<file path="src/rtl/mce_pkg.sv">
package mce_pkg;

  typedef enum logic [1:0] {
    MODE_MULT = 2'b00,
    MODE_RSVD = 2'b01,
    MODE_DIV4 = 2'b10,
    MODE_PMM  = 2'b11
  } clk_mode_e;

  typedef struct packed {
    clk_mode_e mode;
    logic      mult4;
    logic      sm2;
    logic      smod;
  } cfg_t;

  // oscillator cycles per strobe
  localparam int MC_MULT2   = 2;
  localparam int MC_MULT4   = 1;
  localparam int MC_DIV4    = 4;
  localparam int MC_PMM     = 1024;
  localparam int TMR_SLOW   = 12;
  localparam int TMR_PMM    = 3072;
  localparam int BAUD_STD   = 2;
  localparam int BAUD_PMM   = 512;
  localparam int SER0_MULT2 = 6;
  localparam int SER0_MULT4 = 3;
  localparam int SER0_DIV4  = 12;
  localparam int SER0_PMM   = 3072;
  localparam int SER2_STD   = 64;
  localparam int SER2_PMM   = 16384;

  localparam int CNT_W = $clog2(SER2_PMM + 1);

  // strobe index map; timers follow the fixed strobes
  localparam int EN_MC    = 0;
  localparam int EN_BAUD  = 1;
  localparam int EN_SER0  = 2;
  localparam int EN_SER2  = 3;
  localparam int EN_FIXED = 4;

  localparam cfg_t CFG_RESET = '{mode: MODE_DIV4, mult4: 1'b0, sm2: 1'b0, smod: 1'b0};

endpackage

</file>
<file path="src/rtl/mce_cfg_reg.sv">
module mce_cfg_reg
  import mce_pkg::*;
#(
  parameter int NUM_TMR = 3
) (
  input  logic               clk_i,
  input  logic               rst_ni,
  input  cfg_t               cfg_i,
  input  logic [NUM_TMR-1:0] fast_i,
  input  logic               apply_i,
  output cfg_t               cfg_o,
  output logic [NUM_TMR-1:0] fast_o,
  output logic               restart_o
);

  cfg_t cfg_n, cfg_q;
  logic [NUM_TMR-1:0] fast_q;

  always_comb begin
    cfg_n = cfg_i;
    if (cfg_i.mode == MODE_RSVD) cfg_n.mode = MODE_DIV4;
  end

  assign restart_o = apply_i && ((cfg_n != cfg_q) || (fast_i != fast_q));

  always_ff @(posedge clk_i or negedge rst_ni) begin
    if (!rst_ni) begin
      cfg_q  <= CFG_RESET;
      fast_q <= '0;
    end else if (apply_i) begin
      cfg_q  <= cfg_n;
      fast_q <= fast_i;
    end
  end

  assign cfg_o  = cfg_q;
  assign fast_o = fast_q;

endmodule

</file>
<file path="src/rtl/mce_period_sel.sv">
module mce_period_sel
  import mce_pkg::*;
#(
  parameter int NUM_TMR = 3,
  localparam int NumEn  = EN_FIXED + NUM_TMR
) (
  input  cfg_t                          cfg_i,
  input  logic [NUM_TMR-1:0]            fast_i,
  output logic [NumEn-1:0][CNT_W-1:0]   period_o
);

  logic             pmm;
  logic [CNT_W-1:0] mc_p;

  assign pmm = (cfg_i.mode == MODE_PMM);

  always_comb begin
    unique case (cfg_i.mode)
      MODE_MULT: mc_p = cfg_i.mult4 ? CNT_W'(MC_MULT4) : CNT_W'(MC_MULT2);
      MODE_PMM:  mc_p = CNT_W'(MC_PMM);
      default:   mc_p = CNT_W'(MC_DIV4);
    endcase
  end

  always_comb begin
    period_o[EN_MC]   = mc_p;
    period_o[EN_BAUD] = pmm ? CNT_W'(BAUD_PMM) : CNT_W'(BAUD_STD);

    if (cfg_i.sm2) period_o[EN_SER0] = mc_p;
    else begin
      unique case (cfg_i.mode)
        MODE_MULT: period_o[EN_SER0] = cfg_i.mult4 ? CNT_W'(SER0_MULT4) : CNT_W'(SER0_MULT2);
        MODE_PMM:  period_o[EN_SER0] = CNT_W'(SER0_PMM);
        default:   period_o[EN_SER0] = CNT_W'(SER0_DIV4);
      endcase
    end

    // smod halves the mode-2 period
    period_o[EN_SER2] = (pmm ? CNT_W'(SER2_PMM) : CNT_W'(SER2_STD)) >> cfg_i.smod;
  end

  for (genvar i = 0; i < NUM_TMR; i++) begin : g_tmr
    assign period_o[EN_FIXED+i] = fast_i[i] ? mc_p
                                : (pmm ? CNT_W'(TMR_PMM) : CNT_W'(TMR_SLOW));
  end

endmodule

</file>
<file path="src/rtl/mce_div.sv">
module mce_div #(
  parameter int CNT_W = 15
) (
  input  logic             clk_i,
  input  logic             rst_ni,
  input  logic             restart_i,
  input  logic [CNT_W-1:0] period_i,
  output logic             en_o
);

  logic [CNT_W-1:0] cnt_q;
  logic [CNT_W-1:0] last;

  assign last = period_i - CNT_W'(1);

  always_ff @(posedge clk_i or negedge rst_ni) begin
    if (!rst_ni)              cnt_q <= '0;
    else if (restart_i)       cnt_q <= '0;
    else if (cnt_q >= last)   cnt_q <= '0;
    else                      cnt_q <= cnt_q + CNT_W'(1);
  end

  assign en_o = (cnt_q == last);

endmodule

</file>
<file path="src/rtl/mcyc_clk_en.sv">
module mcyc_clk_en
  import mce_pkg::*;
#(
  parameter int NUM_TMR = 3
) (
  input  logic               clk_i,
  input  logic               rst_ni,
  input  logic [1:0]         clk_mode_i,
  input  logic               mult4_i,
  input  logic [NUM_TMR-1:0] tmr_fast_i,
  input  logic               sm2_i,
  input  logic               smod_i,
  output logic               mc_en_o,
  output logic [NUM_TMR-1:0] tmr_en_o,
  output logic               baud_en_o,
  output logic               ser0_en_o,
  output logic               ser2_en_o
);

  localparam int NumEn = EN_FIXED + NUM_TMR;

  cfg_t                        cfg_in, cfg_q;
  logic [NUM_TMR-1:0]          fast_q;
  logic                        restart;
  logic [NumEn-1:0][CNT_W-1:0] period;
  logic [NumEn-1:0]            en;
  logic [CNT_W-1:0]            mc_period;

  assign cfg_in = '{mode: clk_mode_e'(clk_mode_i), mult4: mult4_i, sm2: sm2_i, smod: smod_i};

  mce_cfg_reg #(.NUM_TMR(NUM_TMR)) u_cfg (
    .clk_i     (clk_i),
    .rst_ni    (rst_ni),
    .cfg_i     (cfg_in),
    .fast_i    (tmr_fast_i),
    .apply_i   (en[EN_MC]),
    .cfg_o     (cfg_q),
    .fast_o    (fast_q),
    .restart_o (restart)
  );

  mce_period_sel #(.NUM_TMR(NUM_TMR)) u_sel (
    .cfg_i    (cfg_q),
    .fast_i   (fast_q),
    .period_o (period)
  );

  for (genvar i = 0; i < NumEn; i++) begin : g_div
    mce_div #(.CNT_W(CNT_W)) u_div (
      .clk_i     (clk_i),
      .rst_ni    (rst_ni),
      .restart_i (restart),
      .period_i  (period[i]),
      .en_o      (en[i])
    );
  end

  assign mc_period = period[EN_MC];
  assign mc_en_o   = en[EN_MC];
  assign baud_en_o = en[EN_BAUD];
  assign ser0_en_o = en[EN_SER0];
  assign ser2_en_o = en[EN_SER2];
  assign tmr_en_o  = en[EN_FIXED +: NUM_TMR];

endmodule

</file>
<file path="config.mk">
export PLATFORM = sky130hd
export DESIGN_NAME = mcyc_clk_en
export DESIGN_NICKNAME = d
export VERILOG_FILES = /design/src/rtl/mce_pkg.sv /design/src/rtl/mce_cfg_reg.sv /design/src/rtl/mce_period_sel.sv /design/src/rtl/mce_div.sv /design/src/rtl/mcyc_clk_en.sv
export SDC_FILE = /design/constraint.sdc
export NUM_CORES = 1
export LEC_CHECK = 0
export ABC_AREA = 0
export ABC_CLOCK_PERIOD_IN_PS = 3700
export CAP_MARGIN = 10
export CELL_PAD_IN_SITES_DETAIL_PLACEMENT = 1
export CELL_PAD_IN_SITES_GLOBAL_PLACEMENT = 1
export CORE_UTILIZATION = 29
export DETAILED_ROUTE_END_ITERATION = 8
export DONT_BUFFER_PORTS = 1
export MAX_ROUTING_LAYER = met4
export PLACE_DENSITY = 0.59
export SLEW_MARGIN = 30
export SYNTH_ARGS = -nofsm -noshare
export SYNTH_HDL_FRONTEND = slang
export SYNTH_SLANG_ARGS = --single-unit
</file>
<file path="constraint.sdc">
create_clock -name clk_i -period 3.7 [get_ports clk_i]
set_input_delay 0 -clock clk_i [delete_from_list [all_inputs] [get_ports clk_i]]
set_output_delay 0 -clock clk_i [all_outputs]
set_load 0.01 [all_outputs]
</file>
# Word-level counts from Yosys, hierarchy flattened
# Index checks and enable logic that the tools add are counted.
[classes]
addsub = 14
magnitude_cmp = 7
n_eq_ne = 11
shift = 1
muxes = 26
reduce_logical = 3
[ops]
columns = ["op", "n"]
rows = [
  ["15-bit 2-to-1 mux", 19],
  ["15-bit by 1-bit adder with 15-bit output (second input constant)", 7],
  ["15-bit == test", 7],
  ["15-bit greater-or-equal comparator", 7],
  ["15-bit by 1-bit subtractor with 15-bit output (second input constant)", 6],
  ["15-bit one-hot mux with 2 select lines", 2],
  ["15-bit by 1-bit right shift with 15-bit output", 1],
  ["12-bit 2-to-1 mux", 1],
  ["10-bit by 1-bit subtractor with 11-bit output (second input constant)", 1],
  ["10-bit 2-to-1 mux", 1],
  ["5-bit != test", 1],
  ["2-bit 2-to-1 mux", 2],
  ["3-bit 2-to-1 mux", 1],
  ["3-bit != test", 1],
  ["2-bit by 1-bit == test with 1-bit output (second input constant)", 1],
  ["2-bit == test (second input constant)", 1],
  ["2-bit zero test", 1],
  ["1-bit logical AND", 1],
  ["1-bit logical OR", 1],
]
[totals]
reg_bits = 113
in_bits = 10
output_inout_bits = 7
wordCells = 74

# Logic depth before layout (Yosys ltp)
[logic_depth]
word_depth = 7
depth_mapped = 18
ltp_nobuf = 16

# Hierarchy
# Synthesis repeated with hierarchy kept, for this count alone.
[unflattened]
hier_cells = 1113
hier_area_um2 = 9920.8
[by_module_without_submodules]
columns = ["mod", "instances", "cells_per_inst", "area_per_inst_um2"]
rows = [
  ["mce_div", 7, 138, 1243.7],
  ["mce_period_sel", 1, 114, 814.5],
  ["mce_cfg_reg", 1, 33, 400.4],
]

# Worst setup path before layout
# OpenSTA, ideal clock, no wires.
[synth_timing]
path_kind = "register to register"
from = "register u_cfg.cfg_o[4] (netlist name)"
to = "register g_div[2].u_div.cnt_q[10]"
setup_time_ns = 0.121
arrival_time_ns = 3.881
t_required_ns = 3.579
slack_ns = -0.302
stages_incl_launch_ff = 17
synth_period_minus_slack_ns = 4.002
path_cell_list = "dfstp_2 inv_1 ha_1 clkbuf_1 inv_1 and3_1 inv_1 ha_1 or3b_2 a21o_1 ha_1 nand4_1 nor4_1 nor4_1 nand3_4 buf_2 nor2_1"
[synth_via]
elab_chain_len = 7
elab_cells_between_ends = 14
cone_classes = "add/sub: 2; order compare: 1; eq/ne: 3; mux: 5; reduce/logical: 3"
[synth_rtl]
columns = ["item", "line_no", "source"]
rows = [
  ["2-bit == test / 2-bit zero test (equally long branches)", "mce_period_sel.sv:18, mce_period_sel.sv:31", ""],
  ["15-bit one-hot mux with 2 select lines, on equally long branches", "mce_period_sel.sv:31, mce_period_sel.sv:18", ""],
  ["15-bit 2-to-1 mux", "mce_period_sel.sv:29", "if (cfg_i.sm2) period_o[EN_SER0] = mc_p;"],
  ["15-bit by 1-bit subtractor with 15-bit output", "mce_div.sv:14", "assign last = period_i - CNT_W'(1);"],
  ["15-bit greater-or-equal comparator", "mce_div.sv:19", "else if (cnt_q >= last) cnt_q <= '0;"],
  ["15-bit 2-to-1 mux", "mce_div.sv:19", ""],
  ["15-bit 2-to-1 mux (*)", "mce_div.sv:18", "else if (restart_i) cnt_q <= '0;"],
  ["end signal: assignment", "mce_div.sv:20", "else cnt_q <= cnt_q + CNT_W'(1);"],
  ["end: declaration", "mce_div.sv:11", "logic [CNT_W-1:0] cnt_q;"],
]
# Mark *: on every way between the ends. The rest lies on a longest branch, timed or not.
# A chain may end at the register's enable or synchronous reset.

# Worst setup path in the final report
[layout_timing]
from = "register u_cfg.cfg_o[4] (netlist name)"
to = "output ser0_en_o"
[layout_via]
elab_chain_len = 5
elab_cells_between_ends = 7
cone_classes = "add/sub: 1; eq/ne: 2; mux: 3; reduce/logical: 1"
[layout_rtl]
columns = ["item", "line_no", "source"]
rows = [
  ["2-bit == test / 2-bit zero test (equally long branches)", "mce_period_sel.sv:18, mce_period_sel.sv:31", ""],
  ["15-bit one-hot mux with 2 select lines, on equally long branches", "mce_period_sel.sv:31, mce_period_sel.sv:18", ""],
  ["15-bit 2-to-1 mux (*)", "mce_period_sel.sv:29", ""],
  ["15-bit by 1-bit subtractor with 15-bit output (*)", "mce_div.sv:14", ""],
  ["15-bit == test (*)", "mce_div.sv:23", "assign en_o = (cnt_q == last);"],
  ["end: declaration", "mcyc_clk_en.sv:16", "output logic ser0_en_o,"],
]
# Marks and branches as above.

==> reports/metrics.cfg <==
[outcome]
run_status = finished, final reports clean

[job]
drv_cap = 0

[logic_synthesis]
yosys-mux-area-fraction_pct = 1.41
syn_area_um2 = 7640
synth_area_per_cell_um2 = 9.48
synth_simple_gate_area_share_pct = 21.8
synth_enable_flop_cells = 0
synth-main-ff-cell = sky130_fd_sc_hd__dfrtp_1
synth_cell_types = 54
synth_top_family_by_area = simple AND/OR/NAND/NOR gates
ys_async_sr_fraction_pct = 100
synth_cells = 806
ys_seq_elements = 113
yosys_warning_total = 0
synth_seq_area_share_pct = 37.0
synth_compound_area_share_pct = 7.91
synthXorXnorAreaFrac_pct = 10.8
synth_adder_area_share_pct = 18.3

[finish]
final_nets = 978
filler_cell_count = 2981
n_antenna_cell = 0
post-route-util_pct = 34.9
syn2layout_area_growth_pct = 18.5
share_of_post_route_cells_with_drive_strength_above_1_pct = 12.0

[place]
preCtsSetupSlack_ns = 0.0166
dp_hpwl_um = 13000
gp_congestion = 0.758
port-buffer-count = 0

[sta]
fin_crit_ns = 3.57
count_of_final_hold_check_violations = 0
finalCritPeriodShare_pct = 96.4
fin_ws_ns = 0.131
final_count_of_pins_violating_max_slew = 0
setup-violations-final = 0
maximum_clock_skew_at_final_layout_ns = 0.0143
worst_margin_slew_ns = 0.645
max_clock_freq_mhz = 280
timing.slew.headroom_pct = 56.6

[floorplanning]
coreArea_um2 = 26000
die_width_um = 164
i_o_pin_total = 17
die_area_um2 = 27000
floorplan.rows = 59
floorplan.die.height_um = 164
initial_util_pct = 29.4

[global_routing]
global_route_usage_sum_pct = 15.2
initial_antenna_violation_count = 0
largest_net_degree_at_the_start_of_global_routing = 114
grt_first_pass_wirelength_um = 31300
grt_overflow = 0
vias_in_the_first_global_route = 6189

[power_and_ir_drop]
p_int_w = 0.00242
net-switching-power_w = 0.000873
share_comb_of_total_power_pct = 9.4
power_density_nw_per_um2 = 363
leakagePower_nw = 4.33
share_seq_of_total_power_pct = 43.1
switching_share_pct = 26.5
power_frac_clock_pct = 47.4
max-vdd-ir-drop_mv = 0.307

[worst_setup_path]
path_cells = inv_1, ha_4, inv_1, and3_1, inv_1, ha_1, or3b_4, a21o_1, ha_1, nand4_1, nor4_4, buf_4
r2r_cells = 16
cp-start-kind = flip-flop
r2r-end = g_div[4].u_div.cnt_q[10]
crit_path_largest_cell_delay_ns = 0.53
regToRegStartpoint = u_cfg.cfg_o[4]
critPathMostFrequentCell = sky130_fd_sc_hd__inv_1
cpMaxStageDelayCell = sky130_fd_sc_hd__dfstp_2
regToRegSetupSlack_ns = 0.17
worst-endpoint-arrival_ns = 3.57
required_time_at_the_worst_slack_endpoint_ns = 3.70
critical_path.n_buffers_inverters = 4
timing.setup.critical_path_class = flip-flop to output pin
endpoint_kind = output pin
cp_top_family = simple AND/OR/NAND/NOR gates
worstPathMaxFanout = 4

[drt]
routed-via-count = 5847
finalWirelength_um = 18600
dr.pass1.iters = 4
drt-wirelength-per-cell_um = 15.5
remaining_drc_errors = 0
avg_vias_per_cell = 4.86
initialDrtViolationCount = 208
antenna_violating_nets_post_route = 0

[clocking]
numClockSinks = 113
cts_buffers = 17
cts_tree = built
clock_insertion_delay_worst_skew_ns = 0.42
clock_tree.htree_level_count = 4
cts_root_buf = sky130_fd_sc_hd__clkbuf_16
clk_transition_reported_paths_ns = 0.06
clock_path_buffers = 2

[min_path]
worst_hold_path_type = input pin to asynchronous set/reset pin

[kinds of logic after synthesis]
family	count (synthesis)
flops	113
fa+ha+maj	112
compound gates	93
buf+inv	48
other cells	1
simple gates	335
mux	10
xor+xnor	94
[what timing repair did]
action / in CTS / in global routing
pin swaps: 2 / 5
hold buffers: 11 / 0
cloned: 0 / 1
resized for setup: 0 / 16
endpoints found under the hold margin: 121 / 0
setup endpoints to repair: 4 / 91
setup buffers: 1 / 6
[cell type report]
class | count | area [µm²] | share of cell area, %
Sequential cell | 113 | 2830 | 31.2
Tap cell | 335 | 419 | 4.63
Multi-Input combinational cell | 653 | 4760 | 52.5
Clock inverter | 10 | 86.3 | 0.953
Inverter | 29 | 113 | 1.24
Timing Repair Buffer | 42 | 385 | 4.25
Clock buffer | 21 | 470 | 5.19
[worst register-to-register path, cell delays in order (launching register included)]
cell	delay, ns
sky130_fd_sc_hd__dfstp_2	0.53
sky130_fd_sc_hd__inv_1	0.07
sky130_fd_sc_hd__ha_4	0.24
sky130_fd_sc_hd__inv_1	0.06
sky130_fd_sc_hd__and3_1	0.22
sky130_fd_sc_hd__nand2_1	0.10
sky130_fd_sc_hd__ha_1	0.21
sky130_fd_sc_hd__ha_1	0.20
sky130_fd_sc_hd__o21ai_1	0.21
sky130_fd_sc_hd__ha_1	0.31
sky130_fd_sc_hd__nand3_1	0.15
sky130_fd_sc_hd__nor3_1	0.07
sky130_fd_sc_hd__and3_1	0.22
sky130_fd_sc_hd__a2111oi_4	0.41
sky130_fd_sc_hd__buf_4	0.20
sky130_fd_sc_hd__nand3_4	0.13
sky130_fd_sc_hd__nor2_1	0.14
[worst max path at each step]
stage	from	to	slack [ns]	depth (start not counted)
after floorplan	u_cfg.cfg_o[4]	g_div[2].u_div.cnt_q[10]	0.0008	16
after global placement	u_cfg.cfg_o[4]	g_div[5].u_div.cnt_q[9]	0.10	15
after detailed placement	u_cfg.cfg_o[4]	g_div[2].u_div.cnt_q[11]	0.02	14
after CTS	u_cfg.cfg_o[4]	g_div[5].u_div.cnt_q[4]	-0.0006	14
after global routing	u_cfg.cfg_o[4]	g_div[6].u_div.cnt_q[5]	-0.06	16
final	u_cfg.cfg_o[4]	ser0_en_o	0.13	12
[synthesized netlist by cell type (all sizes together) (5+ instances only)]
| master | count | area [µm²] |
|---|---|---|
| a211oi | 14 | 105 |
| nor4 | 11 | 68.8 |
| ha | 112 | 1400 |
| dfrtp | 112 | 2800 |
| inv | 28 | 105 |
| clkbuf | 11 | 41.3 |
| a21oi | 29 | 145 |
| nand3 | 55 | 313 |
| nor2 | 125 | 492 |
| buf | 8 | 53.8 |
| mux2 | 6 | 67.6 |
| o31ai | 5 | 37.5 |
| and4 | 6 | 52.6 |
| nand4 | 24 | 165 |
| and3 | 14 | 87.6 |
| nand2 | 52 | 195 |
| a21o | 13 | 97.6 |
| xor2 | 60 | 526 |
| nor3 | 22 | 110 |
| xnor2 | 34 | 298 |
| o21ai | 19 | 106 |
[routing by layer]
layer / part of all wire [%] / GRT usage [%] / up-vias
met1: 48 / 18.7 / 2868
met3: 2.3 / 3.51 / 14
met4: 1.0 / 4.25 / 0
met5: 0 / - / -
li1: - / - / 2937
met2: 49 / 24.9 / 28
[state kept, by name (all words and copies together) (netlist names)]
name               cells
g_div.u_div.cnt_q    105
u_cfg.cfg_o            5
u_cfg.fast_o           3
[power groups by stage]
| stage | Clock (W) | Sequential [W] | Combinational (W) |
|---|---|---|---|
| after global placement | 0 | 0.00143 | 0.000255 |
| after CTS | 0.00161 | 0.00142 | 0.000315 |
| after detailed placement | 0 | 0.00144 | 0.000267 |
| after global routing | 0.00166 | 0.00143 | 0.000367 |
| after floorplan | 0 | 0.00140 | 0.000222 |
| final | 0.00156 | 0.00142 | 0.000310 |
[cells in the final DEF (no fill, tap or decap), types with 5 or more instances in the layout]
cell                            Yosys  final
sky130_fd_sc_hd__a211oi_1          14     14
sky130_fd_sc_hd__a21o_1            13     13
sky130_fd_sc_hd__a21oi_1           29     29
sky130_fd_sc_hd__and3_1            14     14
sky130_fd_sc_hd__and4_1             6      6
sky130_fd_sc_hd__buf_4              3     29
sky130_fd_sc_hd__clkbuf_16          0     17
sky130_fd_sc_hd__clkinv_2           0      5
sky130_fd_sc_hd__conb_1             1      8
sky130_fd_sc_hd__dfrtp_1          112    112
sky130_fd_sc_hd__dlygate4sd3_1      0     10
sky130_fd_sc_hd__ha_1             112    111
sky130_fd_sc_hd__inv_1             28     27
sky130_fd_sc_hd__mux2_2             6      6
sky130_fd_sc_hd__nand2_1           52     52
sky130_fd_sc_hd__nand3_1           52     52
sky130_fd_sc_hd__nand4_1           23     23
sky130_fd_sc_hd__nor2_1           116    116
sky130_fd_sc_hd__nor2_2             9      9
sky130_fd_sc_hd__nor3_1            22     22
sky130_fd_sc_hd__nor4_1            11      6
sky130_fd_sc_hd__o21ai_0           18     15
sky130_fd_sc_hd__o31ai_1            5      5
sky130_fd_sc_hd__xnor2_1           34     34
sky130_fd_sc_hd__xor2_1            60     60
[per-stage QoR]
step	instances	hold WS (ns)	TNS (ns)	area, µm²	total power [W]
floorplan	813	-0.296	0	7700	0.00163
global placement	1153	-0.293	0	8220	0.00169
detailed placement	1153	-0.293	0	8220	0.00170
CTS	1196	0.200	-0.000583	8910	0.00334
global route	1203	0.242	-0.523	9060	0.00346
finish	1203	0.172	0	9060	0.00329
No activity file was read; power rests on OpenSTA's default activity.
